`src/rtl/xr_pkg.sv`:
```
// Package xr_pkg: shared defaults and the mode encoding for the crossbar
// routing controller. Assumes a port count of at least two.
package xr_pkg;
    localparam int unsigned XR_NUM_PORTS = 4;
    localparam int unsigned XR_DO_W      = 4;

    typedef enum logic {
        XR_MODE_PINS   = 1'b0,
        XR_MODE_SERIAL = 1'b1
    } xr_mode_e;
endpackage

```
`src/rtl/xr_src_mux.sv`:
```
// xr_src_mux: chooses the routing request source. In pin mode the request
// comes from the control pins; in serial mode it comes from the register
// fields. Pin layout: per bank, SEL_W select bits then one enable bit, with
// bank A in the low half. Purely combinational.
module xr_src_mux #(
    parameter int unsigned SEL_W = 2,
    localparam int unsigned PIN_W = 2 * (SEL_W + 1)
) (
    input  logic             mode_i,
    input  logic [PIN_W-1:0] pin_i,
    input  logic             cfg_a_en_i,
    input  logic [SEL_W-1:0] cfg_a_sel_i,
    input  logic             cfg_b_en_i,
    input  logic [SEL_W-1:0] cfg_b_sel_i,
    output logic             a_en_o,
    output logic [SEL_W-1:0] a_sel_o,
    output logic             b_en_o,
    output logic [SEL_W-1:0] b_sel_o
);
    import xr_pkg::*;

    // Select the request fields according to the mode input.
    always_comb begin
        if (xr_mode_e'(mode_i) == XR_MODE_SERIAL) begin
            a_en_o  = cfg_a_en_i;
            a_sel_o = cfg_a_sel_i;
            b_en_o  = cfg_b_en_i;
            b_sel_o = cfg_b_sel_i;
        end else begin
            a_sel_o = pin_i[SEL_W-1:0];
            a_en_o  = pin_i[SEL_W];
            b_sel_o = pin_i[SEL_W+1 +: SEL_W];
            b_en_o  = pin_i[PIN_W-1];
        end
    end
endmodule

```
`src/rtl/xr_route_decode.sv`:
```
// xr_route_decode: turns an enable and select per bank into one-hot target
// vectors. Bank A wins a port both banks request. A select at or above
// NUM_PORTS requests nothing. Combinational; clk/rst_n only feed assertions.
module xr_route_decode #(
    parameter int unsigned NUM_PORTS = 4,
    localparam int unsigned SEL_W = $clog2(NUM_PORTS)
) (
    input  logic                 clk,
    input  logic                 rst_n,
    input  logic                 a_en_i,
    input  logic [SEL_W-1:0]     a_sel_i,
    input  logic                 b_en_i,
    input  logic [SEL_W-1:0]     b_sel_i,
    output logic [NUM_PORTS-1:0] tgt_a_o,
    output logic [NUM_PORTS-1:0] tgt_b_o
);
    // One decode slice per port.
    for (genvar p = 0; p < NUM_PORTS; p++) begin : g_port
        logic hit_a;
        logic hit_b;
        // Port p hit tests for each bank.
        always_comb begin
            hit_a = a_en_i && (a_sel_i == SEL_W'(p));
            hit_b = b_en_i && (b_sel_i == SEL_W'(p));
        end
        // Bank A has priority on a shared port.
        assign tgt_a_o[p] = hit_a;
        assign tgt_b_o[p] = hit_b && !hit_a;
    end

    // the two targets never overlap.
    assert_tgt_disjoint_R5: assert property (@(posedge clk) disable iff (!rst_n)
        (tgt_a_o & tgt_b_o) == '0);
    // a disabled bank requests no port.
    assert_tgt_disabled_R3: assert property (@(posedge clk) disable iff (!rst_n)
        !a_en_i |-> tgt_a_o == '0);
    // a request names at most one port.
    assert_tgt_onehot_R4: assert property (@(posedge clk) disable iff (!rst_n)
        $onehot0(tgt_a_o) && $onehot0(tgt_b_o));
endmodule

```
`src/rtl/xr_bank_seq.sv`:
```
// xr_bank_seq: registered connect vector of one bank with break-before-make.
// A route that differs from the held one first opens for one cycle. A bank
// closes a new port only when the other bank's held vector does not hold it.
module xr_bank_seq #(
    parameter int unsigned NUM_PORTS = 4
) (
    input  logic                 clk,
    input  logic                 rst_n,
    input  logic [NUM_PORTS-1:0] tgt_i,
    input  logic [NUM_PORTS-1:0] other_q_i,
    output logic [NUM_PORTS-1:0] conn_q_o
);
    logic [NUM_PORTS-1:0] conn_nxt;

    // Next-state choice: hold, open, wait for the other bank, or close.
    always_comb begin
        if (tgt_i == conn_q_o) begin
            conn_nxt = conn_q_o;
        end else if (conn_q_o != '0) begin
            conn_nxt = '0;
        end else if ((tgt_i & other_q_i) != '0) begin
            conn_nxt = '0;
        end else begin
            conn_nxt = tgt_i;
        end
    end

    // Connect register with synchronous active-low reset.
    always_ff @(posedge clk) begin
        if (!rst_n) begin
            conn_q_o <= '0;
        end else begin
            conn_q_o <= conn_nxt;
        end
    end

    // a held route either stays or opens fully; never port-to-port.
    assert_break_first_R6: assert property (@(posedge clk) disable iff (!rst_n)
        (conn_q_o != '0) |=> (conn_q_o == $past(conn_q_o)) || (conn_q_o == '0));
    // at most one port closed per bank.
    assert_conn_onehot_R4: assert property (@(posedge clk) disable iff (!rst_n)
        $onehot0(conn_q_o));
endmodule

```
`src/rtl/xr_pin_drive.sv`:
```
// xr_pin_drive: direction and drive of the control pins. In pin mode no pin
// is driven. In serial mode the low DO_W pins drive register data unless
// their high-impedance bit is set; the rest stay undriven. Assumes DO_W <
// PIN_W. Combinational; clk/rst_n only feed assertions.
module xr_pin_drive #(
    parameter int unsigned PIN_W = 6,
    parameter int unsigned DO_W  = 4
) (
    input  logic             clk,
    input  logic             rst_n,
    input  logic             mode_i,
    input  logic [DO_W-1:0]  do_val_i,
    input  logic [DO_W-1:0]  do_hiz_i,
    output logic [PIN_W-1:0] pin_oe_o,
    output logic [PIN_W-1:0] pin_do_o
);
    import xr_pkg::*;

    // One slice per control pin.
    for (genvar i = 0; i < PIN_W; i++) begin : g_pin
        if (i < DO_W) begin : g_data
            // Data pin: driven only in serial mode.
            always_comb begin
                if (xr_mode_e'(mode_i) == XR_MODE_SERIAL) begin
                    pin_oe_o[i] = !do_hiz_i[i];
                    pin_do_o[i] = do_val_i[i];
                end else begin
                    pin_oe_o[i] = 1'b0;
                    pin_do_o[i] = 1'b0;
                end
            end
        end else begin : g_idle
            // Input-only pin: never driven.
            assign pin_oe_o[i] = 1'b0;
            assign pin_do_o[i] = 1'b0;
        end
    end

    // pin mode leaves every control pin as an input.
    assert_pins_input_R8: assert property (@(posedge clk) disable iff (!rst_n)
        !mode_i |-> (pin_oe_o == '0));
    // pins above the data range are never driven.
    assert_upper_hiz_R9: assert property (@(posedge clk) disable iff (!rst_n)
        (pin_oe_o >> DO_W) == '0);
endmodule

```
`src/rtl/xr_route_ctrl.sv`:
```
// xr_route_ctrl: top of the dual-bank crossbar routing controller. Picks the
// request source by mode, decodes it to one-hot targets with bank A priority,
// sequences each bank break-before-make and drives the control pins.
// Assumes NUM_PORTS >= 2 and DO_W < PIN_W.
module xr_route_ctrl #(
    parameter int unsigned NUM_PORTS = xr_pkg::XR_NUM_PORTS,
    parameter int unsigned DO_W      = xr_pkg::XR_DO_W,
    localparam int unsigned SEL_W = $clog2(NUM_PORTS),
    localparam int unsigned PIN_W = 2 * (SEL_W + 1)
) (
    input  logic                 clk,
    input  logic                 rst_n,
    input  logic                 mode_i,
    input  logic [PIN_W-1:0]     pin_i,
    input  logic                 cfg_a_en_i,
    input  logic [SEL_W-1:0]     cfg_a_sel_i,
    input  logic                 cfg_b_en_i,
    input  logic [SEL_W-1:0]     cfg_b_sel_i,
    input  logic [DO_W-1:0]      cfg_do_val_i,
    input  logic [DO_W-1:0]      cfg_do_hiz_i,
    output logic [PIN_W-1:0]     pin_oe_o,
    output logic [PIN_W-1:0]     pin_do_o,
    output logic [NUM_PORTS-1:0] conn_a_o,
    output logic [NUM_PORTS-1:0] conn_b_o
);
    logic                 a_en, b_en;
    logic [SEL_W-1:0]     a_sel, b_sel;
    logic [NUM_PORTS-1:0] tgt_a, tgt_b;

    xr_src_mux #(.SEL_W(SEL_W)) u_src (
        .mode_i     (mode_i),
        .pin_i      (pin_i),
        .cfg_a_en_i (cfg_a_en_i),
        .cfg_a_sel_i(cfg_a_sel_i),
        .cfg_b_en_i (cfg_b_en_i),
        .cfg_b_sel_i(cfg_b_sel_i),
        .a_en_o     (a_en),
        .a_sel_o    (a_sel),
        .b_en_o     (b_en),
        .b_sel_o    (b_sel)
    );

    xr_route_decode #(.NUM_PORTS(NUM_PORTS)) u_dec (
        .clk    (clk),
        .rst_n  (rst_n),
        .a_en_i (a_en),
        .a_sel_i(a_sel),
        .b_en_i (b_en),
        .b_sel_i(b_sel),
        .tgt_a_o(tgt_a),
        .tgt_b_o(tgt_b)
    );

    xr_bank_seq #(.NUM_PORTS(NUM_PORTS)) u_seq_a (
        .clk      (clk),
        .rst_n    (rst_n),
        .tgt_i    (tgt_a),
        .other_q_i(conn_b_o),
        .conn_q_o (conn_a_o)
    );

    xr_bank_seq #(.NUM_PORTS(NUM_PORTS)) u_seq_b (
        .clk      (clk),
        .rst_n    (rst_n),
        .tgt_i    (tgt_b),
        .other_q_i(conn_a_o),
        .conn_q_o (conn_b_o)
    );

    xr_pin_drive #(.PIN_W(PIN_W), .DO_W(DO_W)) u_pins (
        .clk     (clk),
        .rst_n   (rst_n),
        .mode_i  (mode_i),
        .do_val_i(cfg_do_val_i),
        .do_hiz_i(cfg_do_hiz_i),
        .pin_oe_o(pin_oe_o),
        .pin_do_o(pin_do_o)
    );

    // the banks never hold the same port.
    assert_banks_disjoint_R7: assert property (@(posedge clk) disable iff (!rst_n)
        (conn_a_o & conn_b_o) == '0);
    // the cycle after a reset edge shows both banks open.
    assert_reset_open_R10: assert property (@(posedge clk)
        !rst_n |=> (conn_a_o == '0) && (conn_b_o == '0));
endmodule

```
`config.mk`:
```
export PLATFORM = sky130hd
export DESIGN_NAME = xr_route_ctrl
export DESIGN_NICKNAME = d
export VERILOG_FILES = /design/src/rtl/xr_pkg.sv /design/src/rtl/xr_src_mux.sv /design/src/rtl/xr_route_decode.sv /design/src/rtl/xr_bank_seq.sv /design/src/rtl/xr_pin_drive.sv /design/src/rtl/xr_route_ctrl.sv
export SDC_FILE = /design/constraint.sdc
export NUM_CORES = 1
export LEC_CHECK = 0
export ABC_AREA = 1
export CAP_MARGIN = 20
export CORE_AREA = 2 2 53 55
export CTS_CLUSTER_DIAMETER = 200
export DETAILED_ROUTE_END_ITERATION = 16
export DIE_AREA = 0 0 55 57
export GPL_ROUTABILITY_DRIVEN = 0
export PLACE_DENSITY = 0.78
export SYNTH_ARGS = -nofsm -noshare
export SYNTH_HDL_FRONTEND = slang
export SYNTH_SLANG_ARGS = --single-unit
```
`constraint.sdc`:
```
create_clock -name clk -period 1.45 [get_ports clk]
set_input_delay 0.29 -clock clk [delete_from_list [all_inputs] [get_ports clk]]
set_output_delay 0.29 -clock clk [all_outputs]
set_load 0.1 [all_outputs]
```
==> metrics.md <==
| Metric | Value |
|---|---|
| Global-route wire length before repair | approximately 4.6 mm |
| Post-synthesis cell type with the largest combined area | nand2_1 |
| Mean post-synth cell area | around 5.5 um2 |
| Post-synthesis sequential area ratio | between 10% and 20% |
| Number of iterations in the first detailed-routing pass | 4 |
| Critical path startpoint category | input port |
| Ranking of synthesized cells by area | nand2_1 (24%), dfxtp_1 (17%), nor2_1 (10%), nand3_1 (8.7%), inv_1 (7.3%) |
| Data required time of the worst path | 1660 ps |
| Height of the die | 57 um |
| Drc violations | 0 |
| Setup slack of the worst register-to-register path | about 260 ps |
| Clock input transition at the sequential cells of the worst setup and hold paths | roughly 60 ps |
| Overall die width | between 50 and 60 um |
| Area growth syn-to-layout | 105% |
| Die ar. | 3140 um2 |
| Critical path data arrival time | roughly 1600 ps |
| FP Rows | 19 |
| Max Fanout on Critical Path | 5 |
| Number of H-tree levels | 1 |
| Clock latency on the worst-skew pair | between 200 and 300 ps |
| Routed wire length | 3.26 mm |
| Number of buffers inserted by port buffering | 38 |
| Vias | between 1000 and 1500 |
| Layout cell share with drive strength beyond 1 | around 47% |
| Critical path class | input port to flip-flop |
| Detailed-route vias per instance | 4.86 |
| Leakage power | just under 0.9 nW |
| Yosys warns | 0 |
| Starting density of the core | 35.3% |
| Gate count of the mapped netlist | around 170 |
| Post-synth top area share | about a quarter |
| Via count of the first global-routing pass | 1076 |
| Hold buffer count at CTS | 0 |
| Flop and latch count out of synthesis | 8 |
| DRC violation total after the first TritonRoute iteration | 36 |
| Final HPWL from detailed placement | approximately 1.9 mm |
| Final-stage net count | around 250 |
| Avg WL per Cell | about 13 um |
| Clock sink count | 8 |
| Initial antenna violation count | 0 |
| Most frequent cells in the layout | nand2_1 (39), nand2_2 (20), inv_1 (17), nor2_1 (17), buf_12 (16) |
| Clock root cell | clkbuf_4 |
| Maximum clock skew at final layout | about 3.3 ps |
| Highest achievable clock rate | around 720 MHz |
| Critical path capture point type | flip-flop |
| Outcome | finished, final reports clean |
| Maximum vdd ir drop | 1.39 mV |
| Antenna fix cells | 0 |
| Final Max Tran Viols | 0 |
| CTS max path bufs | 2 |
| IO Pins | 43 |
| Min-delay worst type | flip-flop to flip-flop |
| Number of distinct library cells after synthesis | 20 |
| Mapped cell area | approximately 920 um2 |
| Leading cell type in the layout, fill and taps excluded | nand2_1 |
| Remaining global-route overflow | 0 |
| Final-report setup violation count | 0 |
| Setup TNS | 0 ps |
| Total GRT Usage | approximately a fifth |
| Antenna viol nets, final | 0 |
| Time the final worst path needs with I/O delays and setup | approximately 1400 ps |
| Maximum number of pins on one net before global-route repair | 11 |
| Final period util | 95.4% |
| Max-cap violation count | 0 |
| P per Cell Area | between 1000 and 1500 nW/um2 |
| Number of hold-slack violations in the final timing report | 0 |
| Total clock buffers created by CTS | 3 |
| TritonCTS clock tree | built |
| Core Box Area | around 2600 um2 |
| Hold Worst Slack | ~540 ps |
-- where the power goes --
part	switching [mW]	internal [mW]	leakage [nW]	total, mW
clock	0.0884	0.0956	0.0138	0.184
combinational	1.24	0.673	0.803	1.91
sequential	0.104	0.303	0.0694	0.406
total	1.43	1.07	0.886	2.50
-- layer usage --
layer / global-route usage (%) / routed length [um] / up-vias
li1: - / - / 626
met1: 23.0 / 1210 / 556
met2: 35.0 / 1730 / 63
met3: 2.62 / 289 / 5
met4: 6.27 / 33 / 0
met5: 0 / 0 / -
-- final timing paths --
path	start	end	depth (start not counted)
max	pin_i[4]	u_seq_b.conn_q_o[3]$_SDFFE_PN0P_	14
min	u_seq_a.conn_q_o[3]$_SDFFE_PN0P_	u_seq_a.conn_q_o[3]$_SDFFE_PN0P_	2
max reg2reg	u_seq_a.conn_q_o[0]$_SDFFE_PN0P_	u_seq_a.conn_q_o[1]$_SDFFE_PN0P_	7
min reg2reg	u_seq_a.conn_q_o[3]$_SDFFE_PN0P_	u_seq_a.conn_q_o[3]$_SDFFE_PN0P_	2
-- worst max-delay path: stages --
cell and delay (ps):
dlygate4sd2_1 250, inv_1 50, nand2_1 50, nand2_2 90
nand2_4 70, nor2_4 130, nand2_4 80, nand2_4 70
nand2_4 50, nor2_4 150, nand2_4 90, nand2_2 70
inv_1 40, nor2_2 80
-- cells by family (layout without fill, tap and decap cells) --
kind of cell | Yosys count | count (layout) | synth area share [%]
flops | 8 | 8 | 17.4
buf+inv | 26 | 81 | 13.4
xor+xnor | 1 | 1 | 0.950
simple gates | 125 | 125 | 62.8
other cells | 1 | 4 | 0.407
compound gates | 7 | 7 | 5.02
-- flip-flops by register name, summed over array words and instances (netlist names) --
name              flops
u_seq_b.conn_q_o      4
u_seq_a.conn_q_o      4
-- synthesized netlist by cell type, drive strengths merged --
cell / instances
nand2: 67
nor2: 35
inv: 20
nand3: 20
dfxtp: 8
buf: 6
o21ai: 4
a21boi: 3
nand4: 2
and2: 1
conb: 1
xnor2: 1
-- cell type report --
cell class                      count  area, um2
Timing Repair Buffer               58        718
Multi-Input combinational cell    137        851
Clock buffer                        3       22.5
Sequential cell                     8        175
Tap cell                           31       38.8
Fill cell                         197        727
Inverter                           20       82.6
-- metrics by stage --
step / cells / util, % / setup WS [ps] / instance area, um2 / total power, mW
2_1_floorplan: 171 / - / -73.6 / 958 / 1.57
3_3_place_gp: 244 / 59.8 / -687 / 1560 / 2.07
3_5_place_dp: 244 / 59.8 / -723 / 1560 / 2.08
4_1_cts: 254 / 68.3 / 39.7 / 1790 / 2.36
5_1_grt: 257 / 72.2 / -16.8 / 1890 / 2.63
6_report: 257 / 72.2 / 66.9 / 1890 / 2.50
-- timing repair --
action                     4_1_cts  5_1_grt
setup endpoints to repair       16        8
pin swaps                       32       18
gates cloned                     0        1
buffers inserted                 7        2
gates resized for setup         62       19
No activity file was read; power rests on OpenSTA's default activity.
